`src/rtl/cfg_port_pkg.sv`:
```
package cfg_port_pkg;
    localparam int unsigned OFS_W = 3;

    typedef enum logic [OFS_W-1:0] {
        OFS_DATA = 3'd0,
        OFS_DIR  = 3'd1,
        OFS_CTRL = 3'd2,
        OFS_DRV  = 3'd3,
        OFS_MODE = 3'd4,
        OFS_PINS = 3'd5
    } reg_ofs_e;
endpackage

```
`src/rtl/port_cfg_regs.sv`:
```
module port_cfg_regs
    import cfg_port_pkg::*;
#(
    parameter int unsigned W = 8
) (
    input  logic             clk,
    input  logic             rst_n,
    input  logic             bus_sel,
    input  logic             bus_wr,
    input  logic [OFS_W-1:0] bus_addr,
    input  logic [W-1:0]     bus_wdata,
    input  logic [W-1:0]     pin_in,
    output logic [W-1:0]     bus_rdata,
    output logic [W-1:0]     data_o,
    output logic [W-1:0]     dir_o,
    output logic [W-1:0]     ctrl_o,
    output logic [W-1:0]     drv_o,
    output logic             periph_o
);
    localparam int unsigned MODE_BIT = W - 1;

    typedef struct packed {
        logic [W-1:0] data;
        logic [W-1:0] dir;
        logic [W-1:0] ctrl;
        logic [W-1:0] drv;
        logic         periph;
    } cfg_t;

    cfg_t cfg_d, cfg_q;
    logic wr_en;

    always_comb begin
        cfg_d = cfg_q;
        wr_en = bus_sel & bus_wr;
        if (wr_en) begin
            case (bus_addr)
                OFS_DATA: cfg_d.data   = bus_wdata;
                OFS_DIR:  cfg_d.dir    = bus_wdata;
                OFS_CTRL: cfg_d.ctrl   = bus_wdata;
                OFS_DRV:  cfg_d.drv    = bus_wdata;
                OFS_MODE: cfg_d.periph = bus_wdata[MODE_BIT];
                default:  cfg_d = cfg_q;
            endcase
        end
    end

    always_ff @(posedge clk or negedge rst_n) begin
        if (!rst_n) begin
            cfg_q <= '0;
        end else begin
            cfg_q <= cfg_d;
        end
    end

    always_comb begin
        bus_rdata = '0;
        if (bus_sel) begin
            case (bus_addr)
                OFS_DATA: bus_rdata = cfg_q.data;
                OFS_DIR:  bus_rdata = cfg_q.dir;
                OFS_CTRL: bus_rdata = cfg_q.ctrl;
                OFS_DRV:  bus_rdata = cfg_q.drv;
                OFS_MODE: bus_rdata[MODE_BIT] = cfg_q.periph;
                OFS_PINS: bus_rdata = pin_in;
                default:  bus_rdata = '0;
            endcase
        end
    end

    assign data_o   = cfg_q.data;
    assign dir_o    = cfg_q.dir;
    assign ctrl_o   = cfg_q.ctrl;
    assign drv_o    = cfg_q.drv;
    assign periph_o = cfg_q.periph;
endmodule

```
`src/rtl/port_addr_latch.sv`:
```
module port_addr_latch #(
    parameter int unsigned W = 8
) (
    input  logic         clk,
    input  logic         rst_n,
    input  logic         strobe,
    input  logic [W-1:0] pin_in,
    output logic [W-1:0] held_o,
    output logic [W-1:0] view_o
);
    typedef struct packed {
        logic [W-1:0] cap;
    } lat_t;

    lat_t lat_d, lat_q;

    always_comb begin
        lat_d = lat_q;
        if (strobe) begin
            lat_d.cap = pin_in;
        end
    end

    always_ff @(posedge clk or negedge rst_n) begin
        if (!rst_n) begin
            lat_q <= '0;
        end else begin
            lat_q <= lat_d;
        end
    end

    assign held_o = lat_q.cap;
    assign view_o = strobe ? pin_in : lat_q.cap;
endmodule

```
`src/rtl/port_pin_mux.sv`:
```
module port_pin_mux #(
    parameter int unsigned W = 8
) (
    input  logic         periph,
    input  logic         any_sel,
    input  logic         per_wr,
    input  logic         per_rd,
    input  logic [W-1:0] ctrl,
    input  logic [W-1:0] dir,
    input  logic [W-1:0] data,
    input  logic [W-1:0] mcu_addr,
    input  logic [W-1:0] dbus_in,
    input  logic [W-1:0] pin_in,
    input  logic [W-1:0] lat_view,
    output logic [W-1:0] pin_out,
    output logic [W-1:0] pin_oe,
    output logic [W-1:0] dbus_out,
    output logic         dbus_oe,
    output logic [W-1:0] addr_lat
);
    logic buf_to_pins;
    logic buf_to_bus;

    always_comb begin
        buf_to_pins = periph & any_sel & per_wr & ~per_rd;
        buf_to_bus  = periph & any_sel & per_rd & ~per_wr;
    end

    assign dbus_oe  = buf_to_bus;
    assign dbus_out = buf_to_bus ? pin_in : '0;

    for (genvar n = 0; n < W; n++) begin : g_pin
        always_comb begin
            if (periph) begin
                pin_oe[n]  = buf_to_pins;
                pin_out[n] = buf_to_pins & dbus_in[n];
            end else if (ctrl[n]) begin
                pin_oe[n]  = 1'b1;
                pin_out[n] = mcu_addr[n];
            end else if (dir[n]) begin
                pin_oe[n]  = 1'b1;
                pin_out[n] = data[n];
            end else begin
                pin_oe[n]  = 1'b0;
                pin_out[n] = 1'b0;
            end
            addr_lat[n] = ~ctrl[n] & ~dir[n] & lat_view[n];
        end
    end
endmodule

```
`src/rtl/cfg_port_ctrl.sv`:
```
module cfg_port_ctrl
    import cfg_port_pkg::*;
#(
    parameter int unsigned W = 8
) (
    input  logic             clk,
    input  logic             rst_n,
    input  logic             bus_sel,
    input  logic             bus_wr,
    input  logic [OFS_W-1:0] bus_addr,
    input  logic [W-1:0]     bus_wdata,
    output logic [W-1:0]     bus_rdata,
    input  logic [W-1:0]     mcu_addr,
    input  logic             addr_strobe,
    input  logic             per_sel0,
    input  logic             per_sel1,
    input  logic             per_wr,
    input  logic             per_rd,
    input  logic [W-1:0]     dbus_in,
    output logic [W-1:0]     dbus_out,
    output logic             dbus_oe,
    input  logic [W-1:0]     pin_in,
    output logic [W-1:0]     pin_out,
    output logic [W-1:0]     pin_oe,
    output logic [W-1:0]     pin_drv,
    output logic [W-1:0]     addr_lat
);
    logic [W-1:0] data_w;
    logic [W-1:0] dir_w;
    logic [W-1:0] ctrl_w;
    logic [W-1:0] drv_w;
    logic         periph_w;
    logic [W-1:0] lat_hold_w;
    logic [W-1:0] lat_view_w;
    logic         any_sel_w;

    assign any_sel_w = per_sel0 | per_sel1;

    port_cfg_regs #(.W(W)) i_regs (
        .clk      (clk),
        .rst_n    (rst_n),
        .bus_sel  (bus_sel),
        .bus_wr   (bus_wr),
        .bus_addr (bus_addr),
        .bus_wdata(bus_wdata),
        .pin_in   (pin_in),
        .bus_rdata(bus_rdata),
        .data_o   (data_w),
        .dir_o    (dir_w),
        .ctrl_o   (ctrl_w),
        .drv_o    (drv_w),
        .periph_o (periph_w)
    );

    port_addr_latch #(.W(W)) i_latch (
        .clk   (clk),
        .rst_n (rst_n),
        .strobe(addr_strobe),
        .pin_in(pin_in),
        .held_o(lat_hold_w),
        .view_o(lat_view_w)
    );

    port_pin_mux #(.W(W)) i_mux (
        .periph  (periph_w),
        .any_sel (any_sel_w),
        .per_wr  (per_wr),
        .per_rd  (per_rd),
        .ctrl    (ctrl_w),
        .dir     (dir_w),
        .data    (data_w),
        .mcu_addr(mcu_addr),
        .dbus_in (dbus_in),
        .pin_in  (pin_in),
        .lat_view(lat_view_w),
        .pin_out (pin_out),
        .pin_oe  (pin_oe),
        .dbus_out(dbus_out),
        .dbus_oe (dbus_oe),
        .addr_lat(addr_lat)
    );

    assign pin_drv = drv_w;
endmodule

```
`config.mk`:
```
export PLATFORM = sky130hd
export DESIGN_NAME = cfg_port_ctrl
export DESIGN_NICKNAME = d
export VERILOG_FILES = /design/src/rtl/cfg_port_pkg.sv /design/src/rtl/port_cfg_regs.sv /design/src/rtl/port_addr_latch.sv /design/src/rtl/port_pin_mux.sv /design/src/rtl/cfg_port_ctrl.sv
export SDC_FILE = /design/constraint.sdc
export NUM_CORES = 1
export LEC_CHECK = 0
export ABC_AREA = 1
export ABC_CLOCK_PERIOD_IN_PS = 1450
export CAP_MARGIN = 20
export CORE_MARGIN = 1
export CORE_UTILIZATION = 30
export DETAILED_ROUTE_END_ITERATION = 7
export DONT_BUFFER_PORTS = 1
export GPL_TIMING_DRIVEN = 0
export SKIP_CTS_REPAIR_TIMING = 1
export SLEW_MARGIN = 20
export SYNTH_ARGS = -nofsm -noshare
export SYNTH_HDL_FRONTEND = slang
export SYNTH_SLANG_ARGS = --single-unit
```
`constraint.sdc`:
```
create_clock -name clk -period 1.45 [get_ports clk]
set_clock_uncertainty 0.2 [all_clocks]
set_input_delay 0.0725 -clock clk [delete_from_list [all_inputs] [get_ports clk]]
set_output_delay 0.0725 -clock clk [all_outputs]
set_load 0.01 [all_outputs]
```
==> flow_summary.toml <==
[die]
fp.dieH_um = 91.09
die_area_mm2 = 0.008297
fp.dieW_um = 91.09
core_area_mm2 = 0.007687
pin_count = 93
initial_core_util = 0.3097
rows = 32

[setup_path]
endpoint = "pin_oe[0]"
required_ns = 1.18
path_cells = "clkinv_4 > nor2_4 > buf_12 > nand2_4 > nand2_2"
r2r-start = "i_regs.ctrl_o[4]"
reg2reg_depth = 3
critPathArrivalTime_ns = 1.40
cp_max_fo = 8
rrSetupSlack_ns = 0.01
crit_buf_inv = 2
critPathCaptureType = "output port"
worstSetupPathType = "flop to output port"
crit_start = "i_regs.periph_o"
crit_path_max_incr_delay_ns = 0.41
critical-path-top-delay-family = "simple AND/OR/NAND/NOR gates"
cp-start-kind = "flop"
cp.depth = 5
r2r_end = "i_regs.ctrl_o[4]"
slowest_stage = "dfrtp_1"

[logic_synthesis]
synth_cell_types = 23
synth_top_area_share = 0.4309
yosysMostFrequentCell = "nand2_1"
synth_edf_count = 0
ys_ff_latch = 41
synth_top_area_cell = "dfrtp_1"
synth_cells = 316
synth_area_per_cell_um2 = 7.535
synth_nets = 360
async_reset_ff_frac = 1.000
synthTopCellsByCount = "81 x nand2_1, 41 x dfrtp_1, 31 x inv_1, 31 x nand3_1, 29 x nor2_1"
syn_area_mm2 = 0.002381
synth_warnings = 0
synth-seq-area-share = 0.4309
synth.area.top_cells = "dfrtp_1 43%, nand2_1 13%, nand3_1 6.5%"
synth_flop_cell = "dfrtp_1"

[grt]
grt_pass1_wl_um = 11640
antenna_found_initial = 0
grtUsageTotal = 0.1832
grt_max_degree = 42
grt-ovfl-total = 0
first_global_vias = 2128

[timing]
fin_crit_sh = 1.156
tightest_slew_ns = 0.8939
maxSlewViolCount = 0
tns_ns = -6.024
relSlewSlack = 0.4034
setup_violations = 38
finalHoldViolCount = 17
hold-worst-slack_ns = -0.1444
clock.fmax_ghz = 0.5965
fin_crit_ns = 1.676
rsz0062_at_grt = "yes"
setup_ws_ns = -0.2264

[placement]
post-place-cells = 418
place_ws_ns = -0.5165
hpwl_um = 5734
dpl-instance-area_mm2 = 0.002509
place.gp.congestion = 0.8831
port_buffers = 0

[cells_and_area]
design_area_mm2 = 0.003253
drive_above_1_share = 0.3116
final_core_util = 0.4232
synthToLayoutAreaGrowth_pct = 36.63
antennaDiodeCount = 0
final_cells = 455
final_nets = 396

[clock_network]
clockRootBuffer = "clkbuf_8"
numCtsBuffers = 5
h-tree-depth = 2
clk_path_buf_depth = 2
clkLatencyLatePin_ns = 0.30
cts_tree = "yes"
path_clk_slew_ns = 0.08
clkSinkCount = 41

[flow_run]
drv_cap = 0

[detailed_routing]
vias_per_cell = 5.222
via_count = 2376
drc_errors = 0
drtPass1Iterations = 4
wirelength_um = 8176
wire_per_inst_um = 17.97
drtIter0Drc = 209
detail-route-antenna-nets = 0

[status]
status = "complete, but fails checks"
violations = "negative hold slack, negative setup slack"

[power]
p_leak_nw = 1.489
power_density_mw_per_mm2 = 1159
vdd_ir_drop_max_mv = 0.3300

[worst_hold_path]
hold_path_class = "primary input to flop"
-- cells by family (layout without fill, tap and decap cells) --
family	count (synthesis)	count (layout)	synth area share
flops	41	41	0.4309
compound gates	60	60	0.1372
buf+inv	43	79	0.08670
mux	7	7	0.02943
simple gates	165	166	0.3158
-- worst min path at each step --
| stage | from | end | slack [ns] | cells past startpoint |
|---|---|---|---|---|
| 2_1_floorplan | rst_n | i_latch.held_o[0] | -0.42 | 0 |
| 3_3_place_gp | rst_n | i_regs.ctrl_o[7] | -0.42 | 0 |
| 3_5_place_dp | rst_n | i_latch.held_o[6] | -0.42 | 0 |
| 4_1_cts | rst_n | i_latch.held_o[5] | -0.74 | 0 |
| 5_1_grt | pin_in[7] | i_latch.held_o[7] | -0.07 | 4 |
| 6_report | pin_in[7] | i_latch.held_o[7] | -0.14 | 4 |
-- routing by layer --
| metal | share of wire | GRT usage | vias up |
|---|---|---|---|
| met5 | 0 | 0 | - |
| met4 | 0.038 | 0.08201 | 0 |
| met3 | 0.068 | 0.05276 | 24 |
| met2 | 0.49 | 0.2980 | 96 |
| met1 | 0.41 | 0.2245 | 1147 |
| li1 | - | - | 1109 |
-- stage by stage --
stage	hold WS, ns	power, mW
global placement	-0.4220	2.380
floorplan	-0.4231	2.173
global route	-0.07184	3.950
finish	-0.1444	3.769
detailed placement	-0.4221	2.402
CTS	-0.7407	3.346
-- placed cells by master (no fill, tap or decap), drive strengths merged --
cell type	Yosys	layout
a21oi	2	2
buf	8	18
bufinv	0	1
clkbuf	0	7
clkinv	0	1
dfrtp	41	41
dlygate4sd3	0	18
inv	35	34
mux2i	7	7
nand2	86	86
nand3	34	35
nand4	3	3
nor2	33	33
nor3	9	9
o21ai	58	58
-- area by class of cell --
type	instances	area [um2]
Buffer	8	70.07
Clock inverter	1	30.03
Sequential cell	41	1033
Inverter	35	141.4
Multi-Input combinational cell	233	1444
Clock buffer	7	86.33
Tap cell	102	127.6
Fill cell	773	4434
Timing Repair Buffer	28	320.3
-- worst register-to-register path, delay by kind of cell, from the launching register on --
family	cells	cell delay [ns]
flip-flops	1	0.43
AND/OR/NAND/NOR	1	0.10
AO/OA/AOI/OAI	1	0.05
buffers and inverters	1	0.55
-- flip-flops by register name (all words and copies together), names as in the netlist --
| register | flops |
|---|---|
| i_latch.held_o | 8 |
| i_regs.ctrl_o | 8 |
| i_regs.data_o | 8 |
| i_regs.dir_o | 8 |
| i_regs.drv_o | 8 |
| i_regs.periph_o | 1 |
-- report_power, final --
part	switching [mW]	leakage, nW	internal, mW	total [mW]
combinational	0.706	0.929	0.475	1.18
clock	0.396	0.0585	0.561	0.958
sequential	0.274	0.501	1.36	1.63
total	1.38	1.49	2.39	3.77
Note: power is estimated with default switching activity, not from simulation.
